**config.mk**
```make
export PLATFORM = sky130hd
export DESIGN_NAME = bank_sel_top
export DESIGN_NICKNAME = d
export VERILOG_FILES = /design/src/rtl/bank_sel_pkg.sv /design/src/rtl/bank_latch.sv /design/src/rtl/bank_match.sv /design/src/rtl/sel_gen.sv /design/src/rtl/bank_sel_top.sv
export SDC_FILE = /design/constraint.sdc
export NUM_CORES = 1
export LEC_CHECK = 0
export BUFFER_PORTS_ARGS = -buffer_cell sky130_fd_sc_hd__buf_2
export CORE_MARGIN = 1.5
export CORE_UTILIZATION = 32
export DETAILED_ROUTE_END_ITERATION = 7
export PLACE_DENSITY = 0.81
export SLEW_MARGIN = 0
export SYNTH_ARGS = -nofsm -noshare
export SYNTH_HDL_FRONTEND = slang
export SYNTH_SLANG_ARGS = --single-unit
```
**constraint.sdc**
```tcl
create_clock -name clk -period 1.2 [get_ports clk]
set_input_delay 0.06 -clock clk [delete_from_list [all_inputs] [get_ports clk]]
set_output_delay 0.06 -clock clk [all_outputs]
set_load 0.01 [all_outputs]
```
**src/rtl/bank_sel_pkg.sv**
```systemverilog
package bank_sel_pkg;

    // Outputs of the select generator, all combinational.
    typedef struct packed {
        logic eprom_cs_n;
        logic sram_cs_n;
        logic sram_we_n;
        logic exp_oe_n;
        logic host_romdis;
    } sel_out_t;

    localparam sel_out_t SEL_IDLE = '{eprom_cs_n: 1'b1, sram_cs_n: 1'b1,
                                      sram_we_n: 1'b1, exp_oe_n: 1'b1,
                                      host_romdis: 1'b0};

endpackage

```
**src/rtl/bank_latch.sv**
```systemverilog
module bank_latch #(
    parameter int          ADDR_W  = 16,
    parameter int          BANK_W  = 8,
    parameter int          HI_W    = ADDR_W / 2,
    parameter logic [HI_W-1:0] PORT_HI = 8'hDF
) (
    input  logic              clk,
    input  logic              rst_n,
    input  logic [ADDR_W-1:0] addr,
    input  logic              iorq_n,
    input  logic              wr_n,
    input  logic [BANK_W-1:0] data_in,
    output logic [BANK_W-1:0] bank_q
);

    typedef struct packed {
        logic [BANK_W-1:0] bank;
    } latch_st_t;

    latch_st_t st_d, st_q;
    logic      port_hit;

    // Only the upper address byte takes part in the port decode.
    assign port_hit = !iorq_n && !wr_n && (addr[ADDR_W-1:ADDR_W-HI_W] == PORT_HI);

    always_comb begin
        st_d = st_q;
        if (port_hit) begin
            st_d.bank = data_in;
        end
    end

    always_ff @(posedge clk or negedge rst_n) begin
        if (!rst_n) begin
            st_q <= '0;
        end else begin
            st_q <= st_d;
        end
    end

    assign bank_q = st_q.bank;

    // a port write is visible on the next cycle.
    p_bank_load_r2: assert property (@(posedge clk) disable iff (!rst_n)
        port_hit |=> (bank_q == $past(data_in)));

    // anything else leaves the bank alone.
    p_bank_hold_r2: assert property (@(posedge clk) disable iff (!rst_n)
        !port_hit |=> $stable(bank_q));

endmodule

```
**src/rtl/bank_match.sv**
```systemverilog
module bank_match #(
    parameter int BANK_W = 8,
    parameter int CMP_W  = 4
) (
    input  logic [BANK_W-1:0] bank,
    input  logic [CMP_W-1:0]  id,
    output logic              hit
);

    logic [CMP_W-1:0] bit_eq;

    // One equality cell per compared bit; bits above CMP_W are don't-care.
    for (genvar i = 0; i < CMP_W; i++) begin : g_bit
        assign bit_eq[i] = ~(bank[i] ^ id[i]);
    end

    assign hit = &bit_eq;

endmodule

```
**src/rtl/sel_gen.sv**
```systemverilog
module sel_gen
    import bank_sel_pkg::*;
#(
    parameter int               ADDR_W = 16,
    parameter int               WIN_W  = 2,
    parameter logic [WIN_W-1:0] WIN_TAG = 2'b11
) (
    input  logic              [WIN_W-1:0] addr_top,
    input  logic                          mreq_n,
    input  logic                          rd_n,
    input  logic                          wr_n,
    input  logic                          upper_rom_en,
    input  logic                          eprom_hit,
    input  logic                          sram_rd_hit,
    input  logic                          sram_wr_hit,
    output sel_out_t                      sel
);

    logic in_win;
    logic eprom_rd;
    logic sram_rd;
    logic sram_wr;

    always_comb begin
        in_win   = !mreq_n && (addr_top == WIN_TAG);
        eprom_rd = in_win && !rd_n && upper_rom_en && eprom_hit;
        // EPROM wins when both read compares match.
        sram_rd  = in_win && !rd_n && upper_rom_en && sram_rd_hit && !eprom_hit;
        // Writes ignore the ROM enable and never touch the host side.
        sram_wr  = in_win && !wr_n && sram_wr_hit;

        sel             = SEL_IDLE;
        sel.eprom_cs_n  = !eprom_rd;
        sel.sram_cs_n   = !(sram_rd || sram_wr);
        sel.sram_we_n   = !sram_wr;
        sel.exp_oe_n    = !(eprom_rd || sram_rd);
        sel.host_romdis = eprom_rd || sram_rd;
    end

endmodule

```
**src/rtl/bank_sel_top.sv**
```systemverilog
module bank_sel_top
    import bank_sel_pkg::*;
#(
    parameter int ADDR_W  = 16,
    parameter int BANK_W  = 8,
    parameter int SRAM_W  = 4,
    parameter int WIN_W   = 2
) (
    input  logic              clk,
    input  logic              rst_n,
    input  logic [ADDR_W-1:0] addr,
    input  logic              mreq_n,
    input  logic              iorq_n,
    input  logic              rd_n,
    input  logic              wr_n,
    input  logic [BANK_W-1:0] data_in,
    input  logic              upper_rom_en,
    input  logic [BANK_W-1:0] eprom_id,
    input  logic [SRAM_W-1:0] sram_rd_id,
    input  logic [SRAM_W-1:0] sram_wr_id,
    output logic              eprom_cs_n,
    output logic              sram_cs_n,
    output logic              sram_we_n,
    output logic              exp_oe_n,
    output logic              host_romdis
);

    logic [BANK_W-1:0] bank_q;
    logic              eprom_hit;
    logic              sram_rd_hit;
    logic              sram_wr_hit;
    sel_out_t          sel;

    bank_latch #(.ADDR_W(ADDR_W), .BANK_W(BANK_W)) u_latch (
        .clk     (clk),
        .rst_n   (rst_n),
        .addr    (addr),
        .iorq_n  (iorq_n),
        .wr_n    (wr_n),
        .data_in (data_in),
        .bank_q  (bank_q)
    );

    bank_match #(.BANK_W(BANK_W), .CMP_W(BANK_W)) u_eprom_cmp (
        .bank (bank_q), .id (eprom_id), .hit (eprom_hit)
    );

    bank_match #(.BANK_W(BANK_W), .CMP_W(SRAM_W)) u_sram_rd_cmp (
        .bank (bank_q), .id (sram_rd_id), .hit (sram_rd_hit)
    );

    bank_match #(.BANK_W(BANK_W), .CMP_W(SRAM_W)) u_sram_wr_cmp (
        .bank (bank_q), .id (sram_wr_id), .hit (sram_wr_hit)
    );

    sel_gen #(.ADDR_W(ADDR_W), .WIN_W(WIN_W)) u_sel (
        .addr_top     (addr[ADDR_W-1:ADDR_W-WIN_W]),
        .mreq_n       (mreq_n),
        .rd_n         (rd_n),
        .wr_n         (wr_n),
        .upper_rom_en (upper_rom_en),
        .eprom_hit    (eprom_hit),
        .sram_rd_hit  (sram_rd_hit),
        .sram_wr_hit  (sram_wr_hit),
        .sel          (sel)
    );

    assign eprom_cs_n  = sel.eprom_cs_n;
    assign sram_cs_n   = sel.sram_cs_n;
    assign sram_we_n   = sel.sram_we_n;
    assign exp_oe_n    = sel.exp_oe_n;
    assign host_romdis = sel.host_romdis;

    // outside the window or without a memory request, nothing is selected.
    p_no_sel_outside_r3: assert property (@(posedge clk) disable iff (!rst_n)
        (mreq_n || (addr[ADDR_W-1:ADDR_W-WIN_W] != '1)) |->
        (eprom_cs_n && sram_cs_n && exp_oe_n && !host_romdis));

    // read-side outputs need the host ROM enable.
    p_reads_need_urom_r7: assert property (@(posedge clk) disable iff (!rst_n)
        !upper_rom_en |-> (eprom_cs_n && exp_oe_n && !host_romdis));

    // never two read drivers at once.
    p_single_driver_r8: assert property (@(posedge clk) disable iff (!rst_n)
        $onehot0({!eprom_cs_n, (!sram_cs_n && sram_we_n)}));

    // a write strobe never disables the host ROM or drives read data.
    p_write_no_romdis_r9: assert property (@(posedge clk) disable iff (!rst_n)
        !sram_we_n |-> (!host_romdis && exp_oe_n));

    // the EPROM is selected only on a full-byte bank match.
    p_eprom_full_match_r4: assert property (@(posedge clk) disable iff (!rst_n)
        !eprom_cs_n |-> (bank_q == eprom_id));

endmodule

```
Yosys cells after proc, flatten, opt, wreduce, memory -nomap -nowiden

Cells that the tools add are included.

Eq/ne operators: 2
Bitwise gates (word level): 32
Reductions and logical operators: 24

Operator list:

| cell                                       | number |
|---|---|
| inverter 1 bit                             | 16 |
| XOR 1 bit                                  | 16 |
| logical AND 1 bit                          | 10 |
| logical NOT 1 bit                          | 9 |
| equality test 8 bit, second input constant | 1 |
| AND reduction 4 bit                        | 2 |
| AND reduction 8 bit                        | 1 |
| equality test 2 bit, second input constant | 1 |
| logical OR 1 bit                           | 2 |

Word-level logic and storage cells: 59
Input port bits: 47
Register bits: 8

Longest topological paths before layout

Gate-level depths: netlist of the first run.

Word-level depth: 8
Mapped depth: 4
Depth with buffers taken out: 4

Modules after synthesis

From an unflattened synthesis of the first run, not the netlist that was laid out.

Cell total of the unflattened synthesis: 50
Area total of the unflattened synthesis: 581.8 um^2

Modules (own cells, without submodules):

| module                         | cells each | seq. area each (um^2) | area each (um^2) | times used |
|---|---|---|---|---|
| bank_latch                     | 20         | 200.2                 | 330.3            | 1 |
| bank_match (u_sram_rd_cmp ...) | 5          | 0.0                   | 47.5             | 2 |
| bank_match (u_eprom_cmp)       | 11         | 0.0                   | 86.3             | 1 |
| sel_gen                        | 9          | 0.0                   | 70.1             | 1 |

Least setup slack after synthesis of the first run

OpenSTA, ideal clock, no wires.

Path type: flip-flop to output port
From: register u_latch.st_q, in the netlist u_latch.bank_q[1]
To: output exp_oe_n
Cell stages (with the launch flop): 5
Setup slack: -152 ps
Arrival: 1292 ps
Required time: 1140 ps
Cells stage by stage: dfrtp_1 > xor2_1 > nor4_1 > nand3_1 > and2_1

Longest elaborated chain between the ends: 7
Elaborated cells on any way between the ends: 12
Those cells by class: bitwise: 4; reduce/logical: 8

Ends and longest elaborated chain:

| what                                                              | RTL line           | text |
|---|---|---|
| start: declaration                                                | bank_latch.sv:20   | `latch_st_t st_d, st_q;` |
| start signal: assignment                                          | bank_latch.sv:37   | `st_q <= st_d;` |
| XOR 1 bit                                                         | bank_match.sv:14   | `assign bit_eq[i] = ~(bank[i] ^ id[i]);` |
| inverter 1 bit                                                    | bank_match.sv:14   |  |
| AND reduction 8 bit / AND reduction 4 bit (equally long branches) | bank_match.sv:17   | `assign hit = &bit_eq;` |
| logical NOT 1 bit / logical AND 1 bit (equally long branches)     | sel_gen.sv:28      | `sram_rd = in_win && !rd_n && upper_rom_en && sram_rd_hit && !eprom_hit;` |
| logical AND 1 bit                                                 | sel_gen.sv:28      |  |
| logical OR 1 bit (*)                                              | sel_gen.sv:36      | `sel.exp_oe_n = !(eprom_rd \|\| sram_rd);` |
| logical NOT 1 bit (*)                                             | sel_gen.sv:36      |  |
| end: declaration                                                  | bank_sel_top.sv:24 | `output logic exp_oe_n,` |

Every way passes the cells marked *; elsewhere a longest branch is shown, timed or not.

Worst setup path in the final report of the first run

From: register u_latch.st_q, in the netlist u_latch.bank_q[2]
To: output exp_oe_n

The elaborated chain is that of the path after synthesis.

==> results of run 1 <==
## layer usage
layer	up-vias	part of all wire [%]
met5	-	0
met4	0	0
met3	0	9.6
met2	30	51
met1	258	39
li1	298	-
## final cells by class
cell class,instances,area (um^2),area share [%]
tap,16,20.0,2.16
timing repair buffer,53,312,33.6
multi-input combinational,43,372,40.1
sequential,8,201,21.7
clock buffer,3,22.5,2.43
## metrics by stage
step	cells	utilization, %	power, mW	hold WS [ps]	setup WS [ps]
after floorplan	51	-	0.334	-236	-140
after global placement	118	54.8	0.419	-96.3	-197
after detailed placement	118	54.8	0.422	-88.4	-215
after CTS	123	59.4	0.631	34.1	-460
after global routing	123	59.5	0.655	38.0	-556
final	123	59.5	0.621	40.6	-463
## synthesized netlist by cell type
master and n:
mux2_2 8, xor2_1 13, nor4_4 1, a21boi_0 1, nand4_1 1, dfrtp_1 8
nand2_1 2, and2_1 1, nor2_1 3, nand2_2 1, nor4b_1 1, xnor2_1 3
nor4_1 3, and4_1 1, nand3_1 4
## final timing paths
path                                                from                            end  slack (ps)  cells after the start
max                        u_latch.bank_q[2]$_DFFE_PN0P_                       exp_oe_n        -460                      6
min                                           data_in[1]  u_latch.bank_q[1]$_DFFE_PN0P_          40                      2
max reg2reg                u_latch.bank_q[3]$_DFFE_PN0P_  u_latch.bank_q[3]$_DFFE_PN0P_         300                      2
min reg2reg                u_latch.bank_q[4]$_DFFE_PN0P_  u_latch.bank_q[4]$_DFFE_PN0P_         530                      1
max in group asynchronous                          rst_n  u_latch.bank_q[2]$_DFFE_PN0P_         830                      2
min in group asynchronous                          rst_n  u_latch.bank_q[1]$_DFFE_PN0P_         180                      2
## cell usage in the layout, fill, tap and decap left out, types with 7 or more instances in the layout
master,instances
buf_2,40
buf_4,9
dfrtp_1,7
mux2_2,8
xor2_1,13
## worst max-delay path, cell delays in order (launching register included)
cell and delay, ps:
dfrtp_2 440, buf_4 150, xor2_1 150, nor2_1 120
nand4_1 150, and2_4 240, buf_6 110
## power groups by stage
stage,Combinational [mW],Clock [mW],Sequential (mW)
floorplan,0.0460,0,0.288
global placement,0.131,0,0.288
detailed placement,0.134,0,0.288
CTS,0.138,0.209,0.284
global route,0.152,0.219,0.285
finish,0.137,0.200,0.284
## cells by family (layout without fill, tap and decap cells)
logic type,Yosys count,after routing,share of synthesized area [%]
DFF,8,8,36.2
AOI/OAI and AO/OA,1,1,1.36
and+or+nand+nor,18,18,20.8
muxes,8,8,16.3
xor gates and xnor gates,16,16,25.3
buffers and inverters,0,56,0
## what timing repair did
item / CTS / global route
gates resized for setup: 5 / 1
buffers inserted: 1 / 0
pin swaps: 1 / 1
hold endpoints to repair: 8 / 0
setup endpoints to repair: 5 / 5
hold buffers: 1 / 0
==> summary.md, run 1 <==
| Metric | Value |
|---|---|
| Total gr overflow | 0 |
| P_leak | 0.509 nW |
| Wire per inst | around 11 um |
| Setup slack after layout | -463 ps |
| Combinational share of power | between 20% and 30% |
| Endpoints failing hold | 0 |
| Die X | roughly 45 um |
| Clock Sinks | 8 |
| Max Slew Vio Count | 0 |
| Worst-Margin Slew | about 760 ps |
| Worst hold path type | in -> reg |
| Core Region | between 1500 and 2000 um^2 |
| M2 GR Usage | 28.1% |
| Setup TNS | -2060 ps |
| Vias in the first global route | between 500 and 600 |
| Avg Cell Area, Syn | roughly 11 um^2 |
| Synth top area share | a little over a third |
| Mapped Nets | 98 |
| Layout area overhead | 67.6% |
| Clock network power share | 32.2% |
| FF+latch count, synth | 8 |
| Critical Path AT | roughly 1600 ps |
| Die Ht | 44.6 um |
| Ant. Diodes | 0 |
| Root Buffer | clkbuf_4 |
| CP max FO | 4 |
| Worst vdd ir | 520 uV |
| Initial drt markers | 15 |
| Post-Syn Instances | 51 |
| Worst Skew | 0 ps |
| Fillers | 142 |
| Max-Cap Viols | 0 |
| Setup Crit Path Kind | reg -> out |
| Violated checks | design-rule violations, negative setup slack |
| Clock Tree Buf Depth | 2 |
| Clock transition at the registers of the reported paths | ~50 ps |
| Synth cell types | 15 |
| Int Pwr | 0.473 mW |
| Post-DP Area | approximately 850 um^2 |
| H-tree depth | 1 |
| Share of cells above drive strength 1 | between 60% and 70% |
| Synth top area cells | dfrtp_1 36%, xor2_1 21%, mux2_2 16%, xnor2_1 4.8%, nor4_4 3.8% |
| CP Capture Type | primary output |
| Status | finished with violations |
| RePlAce Congestion | a little over 0.8 |
| Layout Cell Area excl Fill | 927 um^2 |
| Iteration count of the initial detailed-routing pass | 6 |
| Row count | 14 |
| Synth Cell Area | between 500 and 600 um^2 |
| RSZ-0062 raised after global routing | yes |
| Fin crit share | 139% |
| DP HPWL | about 1100 um |
| Critical path required time | 1140 ps |
| # nets final | between 150 and 200 |
| Power per cell area | between 600 and 700 nW/um^2 |
| Switch share | between 20% and 30% |
| FMAX | roughly 600 MHz |
| DRT antenna net count | 0 |
| Die footprint | 1990 um^2 |
| Count of final setup violators | 5 |
| Initial Utilization | a little over a third |
| GR peak layer | met2 |
| Pin count of the biggest net entering global routing | 9 |
| Synth area leader | dfrtp_1 |
| GRT Resource Usage Total | between 10% and 20% |
| Seq/Total Area, Yosys | 36.2% |
| Port Buffers | 43 |
| Remaining DRCs | 4 |
| Routed WL | between 1000 and 1500 um |
| First-pass GRT wire length | about 2200 um |
| Vias/cell | around 4.8 |
| Sequential Power Share | ~46% |
| Max FFs per register | 8 |
| Startpoint types | register |
| Met1 Usage GRT | between 10% and 20% |
| Via count | about 590 |
| Switch Pwr | 0.148 mW |
| Clock Latency Late Sink | 250 ps |
| Initial antenna violation count | 0 |
| Top Ports | 52 |
| CTS tree | built |
| Slew HR | 48.6% |
| GR Layer Usage met3 | 2.86% |
| Total CTS buffers | 3 |
| Yosys warns | 0 |
| Minimum clock period | 1660 ps |
Note: power is estimated with default switching activity, not from simulation.
==> inputs of run 2 (changes only) <==
- SETUP_SLACK_MARGIN: not set -> 0.15
==> summary.md, run 2 (synthesis results as in run 1) <==
| Metric | Value |
|---|---|
| Initial antenna violation count | 0 (unchanged) |
| Most common cell after layout, fill and taps aside | buf_2 |
| RePlAce Congestion | 0.719 (-12%) |
| Die footprint | 1990 um^2 (unchanged) |
| Die X | 44.6 um (unchanged) |
| H-tree depth | 1 (unchanged) |
| Worst-Margin Slew | 313 ps (-447 ps) |
| Row count | 14 (unchanged) |
| RSZ-0062 raised after global routing | yes |
| R2R Setup Slk | 190 ps (-110 ps) |
| Post-Layout Cell Count | 129 (+4.9%) |
| Max-Cap Viols | 0 (unchanged) |
| Layout area overhead | 86.7% |
| Worst hold path type | in -> reg |
| Startpoint types | register |
| Critical path required time | 1140 ps (about the same) |
| Worst Skew | 0 ps (unchanged) |
| Via count | 601 (+2.6%) |
| CP Capture Type | primary output |
| FF-to-FF path depth | 3 (+1) |
| FMAX | 606 MHz (+0.75%) |
| Routed WL | 1580 um (+15%) |
| CP max FO | 3 (-1) |
| Max FFs per register | 8 (unchanged) |
| Die Ht | 44.6 um (unchanged) |
| Vias/cell | 4.66 (-2.2%) |
| Endpoints failing hold | 0 (unchanged) |
| Met3 WL | 162 um (+22%) |
| Source of the worst hold timing path | data_in[7] |
| Status | finished with violations |
| Seq. cell area | 200 um^2 (-0.62%) |
| Met2 WL | 822 um (+17%) |
| Critical Path AT | 1590 ps (about the same) |
| Slew HR | 78.8% (+30 points) |
| Area of the multi-input gates | 435 um^2 (+17%) |
| CP peak stage delay | 390 ps (-50 ps) |
| Setup slack after layout | -451 ps (+12.4 ps) |
| Worst vdd ir | 450 uV (-13%) |
| Port Buffers | 43 (unchanged) |
| Most frequent cells in the layout | 41 x buf_2, 14 x buf_4, 13 x xor2_1 |
| Iteration count of the initial detailed-routing pass | 6 (unchanged) |
| GRT Resource Usage Total | 18.0% (+2.6 points) |
| Clock Sinks | 8 (unchanged) |
| Pin count of the biggest net entering global routing | 9 (unchanged) |
| Wire per inst | 12.3 um (+9.3%) |
| Minimum clock period | 1650 ps (-12.4 ps) |
| Remaining DRCs | 7 (+3) |
| Count of final setup violators | 5 (unchanged) |
| Total CTS buffers | 3 (unchanged) |
| Clock transition at the registers of the reported paths | 50 ps (about the same) |
| Placed cell count | 122 (+3.4%) |
| Top Ports | 52 (unchanged) |
| Initial drt markers | 8 (-7) |
| P_leak | 0.560 nW (+10%) |
| Share of cells above drive strength 1 | 70.8% (+6.3 points) |
| Ant. Diodes | 0 (unchanged) |
| R2R Path Start | u_latch.bank_q[6]$_DFFE_PN0P_ |
| Hold Path Depth | 2 (unchanged) |
| Violated checks | design-rule violations, negative setup slack |
| # nets final | 162 (+3.8%) |
| DP HPWL | 1310 um (+17%) |
| Clock Latency Late Sink | 250 ps (about the same) |
| CTS tree | built |
| Initial Utilization | 35.5% (unchanged) |
| Root Buffer | clkbuf_4 |
| Total gr overflow | 0 (unchanged) |
| Fillers | 131 (-7.7%) |
| M1 wire length | 597 um (+9.7%) |
| Max Slew Vio Count | 0 (unchanged) |
| Core Region | 1560 um^2 (unchanged) |
| Tot Pwr | 0.650 mW (+4.7%) |
| Max Used Layer | met3 |
| Crit-path slowest cell | dfrtp_1 |
| Vias in the first global route | 630 (+5.2%) |
| DRT antenna net count | 0 (unchanged) |
| Setup Crit Path Kind | reg -> out |
| Fin crit share | 138% (-1.0 points) |
| Power per cell area | 630 nW/um^2 (-5.9%) |
| Clock Tree Buf Depth | 2 (unchanged) |
| First-pass GRT wire length | 2560 um (+14%) |
| Crit path cell chain | buf_6 -> xor2_1 -> nor4_2 -> nand3_1 -> a21boi_2 -> buf_2 |
| R2R Path End | u_latch.bank_q[6]$_DFFE_PN0P_ |
| Worst Hold End | u_latch.bank_q[7]$_DFFE_PN0P_ |
-- run 2: metal layers --
layer	vias up	global-route usage, %
met5	-	0
met4	0	9.09
met3	0	3.27
met2	33	33.0
met1	262	19.4
li1	306	-
-- run 2: what timing repair did --
action                                  in CTS  in global routing
gates resized for setup                      6                  2
hold buffers                                 1                  0
endpoints found under the setup margin       5                  5
hold endpoints to repair                     8                  0
setup buffers                                2                  1
pin swaps                                    5                  4
-- run 2: worst max-delay path by stage --
stage                                        from         to  slack [ps]
floorplan           u_latch.bank_q[0]$_DFFE_PN0P_   exp_oe_n        -140
global placement    u_latch.bank_q[6]$_DFFE_PN0P_   exp_oe_n        -180
detailed placement  u_latch.bank_q[6]$_DFFE_PN0P_   exp_oe_n        -230
CTS                 u_latch.bank_q[2]$_DFFE_PN0P_   exp_oe_n        -460
global route        u_latch.bank_q[6]$_DFFE_PN0P_  sram_cs_n        -540
finish              u_latch.bank_q[1]$_DFFE_PN0P_  sram_cs_n        -450
-- run 2: area by class of cell --
| cell class | instances | area share (%) |
|---|---|---|
| Sequential cell | 8 | 19.4 |
| Tap cell | 16 | 1.94 |
| Clock buffer | 3 | 2.18 |
| Multi-Input combinational cell | 43 | 42.2 |
| Timing Repair Buffer | 59 | 34.3 |
-- run 2: through the flow --
stage	setup WS [ps]	setup TNS (ps)	hold slack [ps]	instance area (um^2)	util, %
after global placement	-180	-496	-94.9	933	59.9
final	-451	-1820	38.5	1030	66.2
after floorplan	-140	-256	-236	608	-
after detailed placement	-231	-854	-89.1	933	59.9
after global routing	-543	-2280	28.1	1030	66.2
after CTS	-461	-1870	26.6	1020	65.3
-- run 2: worst max-delay path, delay by kind of cell, from the launching register on --
kind | cells | cell delay, ps
xor+xnor | 1 | 170
flops | 1 | 390
compound gates | 1 | 180
buf+inv | 2 | 270
simple gates | 2 | 330
-- run 2: power by group --
| part | switching, mW | internal, mW |
|---|---|---|
| sequential | 0.00543 | 0.277 |
| combinational | 0.0701 | 0.0959 |
| clock | 0.0874 | 0.114 |
| total | 0.163 | 0.488 |
==> inputs of run 3 (changes only) <==
==> constraint.sdc (replaced) <==
create_clock -name clk -period 1.2 [get_ports clk]
set_input_delay 0.18 -clock clk [delete_from_list [all_inputs] [get_ports clk]]
set_output_delay 0.18 -clock clk [all_outputs]
set_load 0.01 [all_outputs]
==> summary.md, run 3 (synthesis results as in run 1) <==
| Metric | Value |
|---|---|
| Layout Cell Area excl Fill | 1070 um^2 (+3.8%) |
| Clock Latency Late Sink | 250 ps (about the same) |
| Initial Utilization | 35.5% (unchanged) |
| Placed cell count | 122 (unchanged) |
| Slew HR | 80.8% (+2.0 points) |
| Remaining DRCs | 7 (unchanged) |
| Layout area overhead | 93.7% |
| Die Ht | 44.6 um (unchanged) |
| Worst vdd ir | 401 uV (-11%) |
| Root Buffer | clkbuf_4 |
| Endpoints failing hold | 0 (unchanged) |
| Tot Pwr | 0.655 mW (+0.77%) |
| Startpoint types | register |
| Clock Tree Buf Depth | 2 (unchanged) |
| Max Slew Vio Count | 0 (unchanged) |
| Most frequent cells in the layout | 38 x buf_2, 14 x buf_4, 13 x xor2_1 |
| Post-Route Utilization | 68.7% (+2.5 points) |
| H-tree depth | 1 (unchanged) |
| RePlAce Congestion | 0.699 (-2.8%) |
| Power per cell area | 612 nW/um^2 (-2.9%) |
| Violated checks | design-rule violations, negative setup slack |
| # nets final | 163 (+0.62%) |
| Die X | 44.6 um (unchanged) |
| Critical Path AT | 1590 ps (about the same) |
| Wire per inst | 12.6 um (+2.9%) |
| Worst slack, placed | -335 ps (-103 ps) |
| Max-Cap Viols | 0 (unchanged) |
| Max FFs per register | 8 (unchanged) |
| Initial drt markers | 15 (+7) |
| Setup slack after layout | -573 ps (-122 ps) |
| GRT Resource Usage Total | 17.1% (-0.90 points) |
| Port Buffers | 43 (unchanged) |
| Fin crit share | 148% (+10 points) |
| Setup TNS | -2550 ps (-723 ps) |
| Most common cell after layout, fill and taps aside | buf_2 |
| Worst hold path type | in -> reg |
| Minimum clock period | 1770 ps (+122 ps) |
| P_leak | 0.578 nW (+3.2%) |
| Top Ports | 52 (unchanged) |
| RSZ-0062 raised after global routing | yes |
| Worst Skew | 0 ps (unchanged) |
| Post-DP Area | 933 um^2 (unchanged) |
| Row count | 14 (unchanged) |
| Fillers | 115 (-12%) |
| Count of final setup violators | 5 (unchanged) |
| Vias/cell | 4.92 (+5.7%) |
| Setup Crit Path Kind | reg -> out |
| Min Hold Slack | 156 ps (+117 ps) |
| Critical path required time | 1020 ps (-120 ps) |
| Via count | 640 (+6.5%) |
| Pin count of the biggest net entering global routing | 9 (unchanged) |
| Worst-Margin Slew | 283 ps (-29.4 ps) |
| CP max FO | 2 (-1) |
| Vias in the first global route | 601 (-4.6%) |
| Initial antenna violation count | 0 (unchanged) |
| Total gr overflow | 0 (unchanged) |
| Ant. Diodes | 0 (unchanged) |
| First-pass GRT wire length | 2440 um (-4.8%) |
| Total CTS buffers | 3 (unchanged) |
| Routed WL | 1640 um (+3.7%) |
| Clock Sinks | 8 (unchanged) |
| FMAX | 564 MHz (-6.9%) |
| CP Capture Type | primary output |
| DP HPWL | 1300 um (-0.59%) |
| Core Region | 1560 um^2 (unchanged) |
| Iteration count of the initial detailed-routing pass | 6 (unchanged) |
| Die footprint | 1990 um^2 (unchanged) |
| CTS tree | built |
| Post-Layout Cell Count | 130 (+0.78%) |
| DRT antenna net count | 0 (unchanged) |
| Status | finished with violations |
| Share of cells above drive strength 1 | 71.1% (+0.26 points) |
| Clock transition at the registers of the reported paths | 50 ps (about the same) |
[run 3: cell count changes in the layout (fill, tap and decap cells not counted)]
cell	previous run	this run
buf_2	41	38
buf_6	3	6
buf_8	0	1
nand2_1	1	2
nand2_2	1	0
xnor2_1	3	2
xnor2_2	0	1
[run 3: layer usage]
metal  global-route usage, %  vias to the layer above  wire length (um)
met5                       0                        -                 0
met4                    7.27                        0                19
met3                    3.67                        2               169
met2                    31.9                       35               840
met1                    18.2                      289               611
li1                        -                      314                 -
[run 3: power by group]
part           internal [mW]  switching [mW]
registers              0.278         0.00579
clock network          0.114          0.0849
logic                  0.104          0.0697
total                  0.495           0.160
[run 3: worst paths after layout]
kind                                                    start                             to  slack, ps  cells past startpoint
worst max register to register  u_latch.bank_q[1]$_DFFE_PN0P_  u_latch.bank_q[1]$_DFFE_PN0P_        180                      3
min in group asynchronous                               rst_n  u_latch.bank_q[2]$_DFFE_PN0P_        300                      2
worst min register to register  u_latch.bank_q[6]$_DFFE_PN0P_  u_latch.bank_q[6]$_DFFE_PN0P_        620                      2
max in group asynchronous                               rst_n  u_latch.bank_q[0]$_DFFE_PN0P_        740                      2
worst min-delay path                               data_in[7]  u_latch.bank_q[7]$_DFFE_PN0P_        160                      2
worst max-delay path            u_latch.bank_q[7]$_DFFE_PN0P_                      sram_cs_n       -570                      6
[run 3: repair_timing]
item	4_1_cts	5_1_grt
pin swaps	2	1
endpoints found under the hold margin	8	0
hold buffers	1	0
resized for setup	6	7
endpoints found under the setup margin	12	12
buffers inserted	2	2
[run 3: cell type report]
class                           instances  area (um^2)  share of cell area (%)
Tap cell                               16         20.0                    1.87
Clock buffer                            3         22.5                    2.10
Timing Repair Buffer                   60          388                    36.2
Multi-Input combinational cell         43          440                    41.1
Sequential cell                         8          200                    18.7
[run 3: critical path: stages, from the launching register on]
cell and delay, ps:
dfrtp_1 390, xor2_1 150, nor4_2 280, buf_4 170
nand2_1 80, a21boi_2 130, buf_2 140
